<file path="src/rtl/lockmon_pkg.sv">
package lockmon_pkg;
   localparam int unsigned REG_W = 8;

   // Register image; field order is the bit order software decodes
   typedef struct packed {
      logic [1:0] rsvd;
      logic       locked;
      logic       ev_gain;
      logic       ev_lost;
      logic       ie_gain;
      logic       ie_lost;
      logic       en;
   } lm_image_t;

   localparam int unsigned BIT_IE_GAIN = 2;
   localparam int unsigned BIT_IE_LOST = 1;
   localparam int unsigned BIT_EN      = 0;
endpackage

</file>
<file path="src/rtl/lockmon_sync.sv">
module lockmon_sync #(
   parameter int unsigned STAGES = 2
) (
   input  logic clk,
   input  logic rst_n,
   input  logic async_in,
   output logic sync_out
);
   logic [STAGES-1:0] chain;

   generate
      for (genvar i = 0; i < STAGES; i++) begin : g_stage
         if (i == 0) begin : g_first
            always_ff @(posedge clk or negedge rst_n)
               if (!rst_n) chain[0] <= 1'b0;
               else        chain[0] <= async_in;
         end else begin : g_next
            always_ff @(posedge clk or negedge rst_n)
               if (!rst_n) chain[i] <= 1'b0;
               else        chain[i] <= chain[i-1];
         end
      end
   endgenerate

   assign sync_out = chain[STAGES-1];
endmodule

</file>
<file path="src/rtl/lockmon_events.sv">
module lockmon_events (
   input  logic clk,
   input  logic rst_n,
   input  logic lock_s,
   input  logic clr,
   output logic rise,
   output logic fall,
   output logic flag_gain,
   output logic flag_lost
);
   logic lock_q;

   always_ff @(posedge clk or negedge rst_n)
      if (!rst_n) lock_q <= 1'b0;
      else        lock_q <= lock_s;

   assign rise = lock_s & ~lock_q;
   assign fall = ~lock_s & lock_q;

   // a new edge wins over a clearing read in the same cycle
   always_ff @(posedge clk or negedge rst_n)
      if (!rst_n) begin
         flag_gain <= 1'b0;
         flag_lost <= 1'b0;
      end else begin
         flag_gain <= (flag_gain & ~clr) | rise;
         flag_lost <= (flag_lost & ~clr) | fall;
      end
endmodule

</file>
<file path="src/rtl/pll_lockmon_reg.sv">
module pll_lockmon_reg
   import lockmon_pkg::*;
#(
   parameter int unsigned              ADDR_W      = 8,
   parameter logic [ADDR_W-1:0]        REG_ADDR    = 'h5F,
   parameter int unsigned              SYNC_STAGES = 2,
   parameter int unsigned              MUX_W       = 2,
   parameter logic [MUX_W-1:0]         PLL_SRC     = 'b01
) (
   input  logic              clk,
   input  logic              rst_n,
   input  logic [ADDR_W-1:0] bus_addr,
   input  logic [7:0]        bus_wdata,
   output logic [7:0]        bus_rdata,
   input  logic              bus_rd,
   input  logic              bus_wr,
   input  logic              pll_lock_in,
   input  logic [MUX_W-1:0]  clk_sel,
   output logic              pll_en,
   output logic              lock_irq
);
   generate
      if (SYNC_STAGES < 2) begin : g_bad_sync
         $error("SYNC_STAGES must be at least 2");
      end
      if (REG_W != 8) begin : g_bad_width
         $error("register image must be 8 bits");
      end
   endgenerate

   logic rd_hit, wr_hit, sel_pll;
   logic lock_s, rise, fall, flag_gain, flag_lost;
   logic ie_gain, ie_lost, en_q;
   lm_image_t image;
   logic unused_wbits;

   assign rd_hit  = bus_rd && (bus_addr == REG_ADDR);
   assign wr_hit  = bus_wr && (bus_addr == REG_ADDR);
   assign sel_pll = (clk_sel == PLL_SRC);
   assign unused_wbits = ^bus_wdata[7:3];

   lockmon_sync #(.STAGES(SYNC_STAGES)) u_sync (
      .clk(clk), .rst_n(rst_n), .async_in(pll_lock_in), .sync_out(lock_s)
   );

   lockmon_events u_events (
      .clk(clk), .rst_n(rst_n), .lock_s(lock_s), .clr(rd_hit),
      .rise(rise), .fall(fall), .flag_gain(flag_gain), .flag_lost(flag_lost)
   );

   always_ff @(posedge clk or negedge rst_n)
      if (!rst_n) begin
         ie_gain <= 1'b0;
         ie_lost <= 1'b0;
         en_q    <= 1'b0;
      end else if (wr_hit) begin
         ie_gain <= bus_wdata[BIT_IE_GAIN];
         ie_lost <= bus_wdata[BIT_IE_LOST];
         // switching off is refused while the PLL clocks the system
         en_q    <= bus_wdata[BIT_EN] | (en_q & sel_pll);
      end

   always_comb begin
      image         = '0;
      image.locked  = lock_s;
      image.ev_gain = flag_gain;
      image.ev_lost = flag_lost;
      image.ie_gain = ie_gain;
      image.ie_lost = ie_lost;
      image.en      = en_q;
   end

   assign bus_rdata = rd_hit ? image : 8'h00;
   assign pll_en    = en_q;
   assign lock_irq  = (flag_gain & ie_gain) | (flag_lost & ie_lost);
endmodule

</file>
<file path="config.mk">
export PLATFORM = sky130hd
export DESIGN_NAME = pll_lockmon_reg
export DESIGN_NICKNAME = d
export VERILOG_FILES = /design/src/rtl/lockmon_pkg.sv /design/src/rtl/lockmon_sync.sv /design/src/rtl/lockmon_events.sv /design/src/rtl/pll_lockmon_reg.sv
export SDC_FILE = /design/constraint.sdc
export NUM_CORES = 1
export LEC_CHECK = 0
export ABC_AREA = 1
export BUFFER_PORTS_ARGS = -buffer_cell sky130_fd_sc_hd__buf_2
export CORE_MARGIN = 1
export CORE_UTILIZATION = 30
export CTS_CLUSTER_SIZE = 14
export DETAILED_ROUTE_END_ITERATION = 7
export PLACE_DENSITY = 0.65
export SYNTH_ARGS = -nofsm -noshare
export SYNTH_HDL_FRONTEND = slang
export SYNTH_SLANG_ARGS = --single-unit
</file>
<file path="constraint.sdc">
create_clock -name clk -period 1 [get_ports clk]
set_clock_uncertainty 0.1 [all_clocks]
set_input_delay 0.25 -clock clk [delete_from_list [all_inputs] [get_ports clk]]
set_output_delay 0.25 -clock clk [all_outputs]
set_load 0.1 [all_outputs]
</file>
==> summary.md <==
| Metric | Value |
|---|---|
| Status | `complete, but fails checks` |
| Failing checks | `negative setup slack` |
| Worst setup path class | `primary input to output pin` |
| Adder-Cell Fraction of Synth Area | `0%` |
| Post-layout nets | `126` |
| Gr usage total | `15.7%` |
| # fillers | `100` |
| Largest net degree at the start of global routing | `9` |
| Final ANT Viol Nets | `0` |
| Final WS setup | `-440 ps` |
| HP Class | `primary input to register` |
| Peak VDD IR | `819 uV` |
| DRC | `0` |
| Root buf cell | `clkbuf_4` |
| Antenna violations before repair | `0` |
| Place WS | `-530 ps` |
| MaxCap Viol Count | `0` |
| DR iter-0 viols | `9` |
| Drt via density | `approximately 4.4` |
| Slew Limit Fails | `0` |
| Worst R2R Setup Slack | `-40 ps` |
| Top cell type by total area after synthesis | `dfrtp_1` |
| Synthesized area | `449 sq um` |
| Total grt overflow | `0` |
| Final worst-path cycle share | `144%` |
| Synth top area share | `between 40% and 50%` |
| Compound-Gate Fraction of Synth Area | `1.39%` |
| Hold Crit Start | `bus_wdata[1]` |
| Routability congestion estimate from global placement | `0.753` |
| Die height | `approximately 40 um` |
| Static Leak | `0.000494 uW` |
| #FFs+latches synth | `8` |
| Yosys warns | `0` |
| Simple-gate share of the synthesized area | `39.8%` |
| Setup violators final | `9` |
| CTS H-tree depth | `1` |
| Synth Instances | `60` |
| Final Critical Period | `1440 ps` |
| Total Power | `between 800 and 900 uW` |
| Commonest non-fill, non-tap cell in the layout | `nand2_1` |
| Clk Latency, worst-skew pair | `about 250 ps` |
| RSZ-0062 raised after global routing | `true` |
| First-pass GRT wire length | `1690 um` |
| Routed len/inst | `9.53 um` |
| Initial core utilization | `between 30% and 40%` |
| Vias | `520` |
| Post-DP HPWL | `819 um` |
| # diodes | `0` |
| Clock Tree Buf Depth | `2` |
| Synth Area in XOR/XNOR | `0%` |
| WHS Endpoint | `ie_lost` |
| Vias in the first global route | `416` |
| Max Clock Freq | `a little under 0.7 GHz` |
| Core footprint | `0.00135 sq mm` |
| Worst hold path depth | `3` |
| CTS Buf Count | `3` |
| Seq/Total Area, Yosys | `44.6%` |
| R2R Path End | `pll_en` |
| R2r worst-path depth | `6` |
| R2R Path Start | `pll_en` |
| Die X | `40.7 um` |
| Number of port buffers | `25` |
| CP max FO | `8` |
| Crit start category | `primary input` |
| CTS tree | `built` |
| Crit. End Element | `output pin` |
| Row count | `13` |
| Largest family of logic cells by synthesized area | `simple AND/OR/NAND/NOR gates` |
| Final WL | `1120 um` |
| Final Hold Fails | `0` |
| Share of cells above drive strength 1 | `between 60% and 70%` |
| Clock transition at the registers of the reported paths | `60 ps` |
| First-pass iteration count of the detailed router | `4` |
| CP required | `650 ps` |
| PwrDens | `887 mW/mm^2` |
| IO Pins | `33` |
| Mux cell area share after synthesis | `0%` |
| Syn_area_per_cell | `7.49 sq um` |
| Clock sinks | `8` |
| Synth top area cells | `dfrtp_1 45%, nand2_1 16%, inv_1 10%` |
| Die area | `between 0.0015 and 0.002 sq mm` |
| Commonest cells after routing, fill and taps aside | `15 x nand2_1, 13 x buf_2, 9 x buf_6, 9 x buf_12, 8 x nor2_4` |
| Cell variety after synth | `13` |
| Area grow syn2layout | `122%` |
| Crit path arrival time | `around 1100 ps` |
==> kinds of logic (layout without fill, tap and decap cells) <==
logic type / Yosys count / after routing
DFF: 8 / 8
other: 1 / 2
buffers and inverters: 14 / 55
AOI/OAI and AO/OA: 1 / 1
and+or+nand+nor: 36 / 36
==> timing repair <==
action | CTS | global route
pin swaps | 10 | 8
hold buffers | 2 | 0
endpoints found under the setup margin | 9 | 9
endpoints found under the hold margin | 9 | 0
cloned | 0 | 0
buffers inserted | 12 | 1
resized for setup | 16 | 1
==> Yosys cell counts <==
cell type	count
buf_4	2
conb_1	1
o22ai_1	1
nand3_1	1
or2_2	1
inv_1	12
dfrtp_1	8
nand3_4	1
nand2_1	19
nor2_4	2
nand3_2	1
nor2_1	9
nand4_1	2
==> worst max-delay path by stage <==
stage,cells after the start,start,to
floorplan,5,bus_addr[5],bus_rdata[0]
global placement,7,bus_addr[5],bus_rdata[0]
detailed placement,7,bus_addr[5],bus_rdata[0]
CTS,7,bus_addr[5],bus_rdata[5]
global route,7,bus_addr[5],bus_rdata[4]
finish,7,bus_addr[5],bus_rdata[5]
==> metrics by stage <==
stage | cells | hold slack (ps) | utilization [%] | instance area (sq um) | TNS (ps)
final | 117 | 162 | 73.9 | 997 | -3590
after global placement | 103 | -4.03 | 61.4 | 830 | -4070
after global routing | 117 | 163 | 73.9 | 997 | -4020
after CTS | 116 | 146 | 72.9 | 985 | -3580
after detailed placement | 103 | -1.91 | 61.4 | 830 | -4240
after floorplan | 61 | -146 | - | 551 | -3710
==> registers in the layout, summed over array words and instances (netlist names) <==
name and flops:
u_sync.sync_out 1, u_events.flag_lost 1, ie_gain 1, u_sync.chain 1, u_events.lock_q 1, u_events.flag_gain 1, ie_lost 1, pll_en 1
==> layout make-up <==
cell class / instances / area (sq um) / area share, %
flip-flops and latches: 8 / 204 / 20.5
inverters: 12 / 65.1 / 6.52
repair buffers: 39 / 412 / 41.3
multi-input cells: 39 / 272 / 27.2
clock buffers: 4 / 26.3 / 2.63
well taps: 15 / 18.8 / 1.88
==> critical path, stage by stage <==
cell and delay, ps:
buf_12 110, inv_12 40, nand2_4 40, nor2_4 100, nand3_4 200, nor2_4 160
buf_12 180
==> routing by layer <==
| metal | global-route usage, % | up-vias | share of wire [%] |
|---|---|---|---|
| li1 | - | 260 | - |
| met1 | 20.5 | 236 | 41 |
| met2 | 27.0 | 24 | 50 |
| met3 | 3.26 | 0 | 8.3 |
| met4 | 2.50 | 0 | 0 |
| met5 | 0 | - | 0 |
==> power by group <==
group	switching, uW	internal (uW)	leakage (uW)
combinational	157	123	0.000387
clock	105	152	0.0000150
sequential	9.01	338	0.0000920
total	271	613	0.000494
Power figures use the tool's default switching activity.
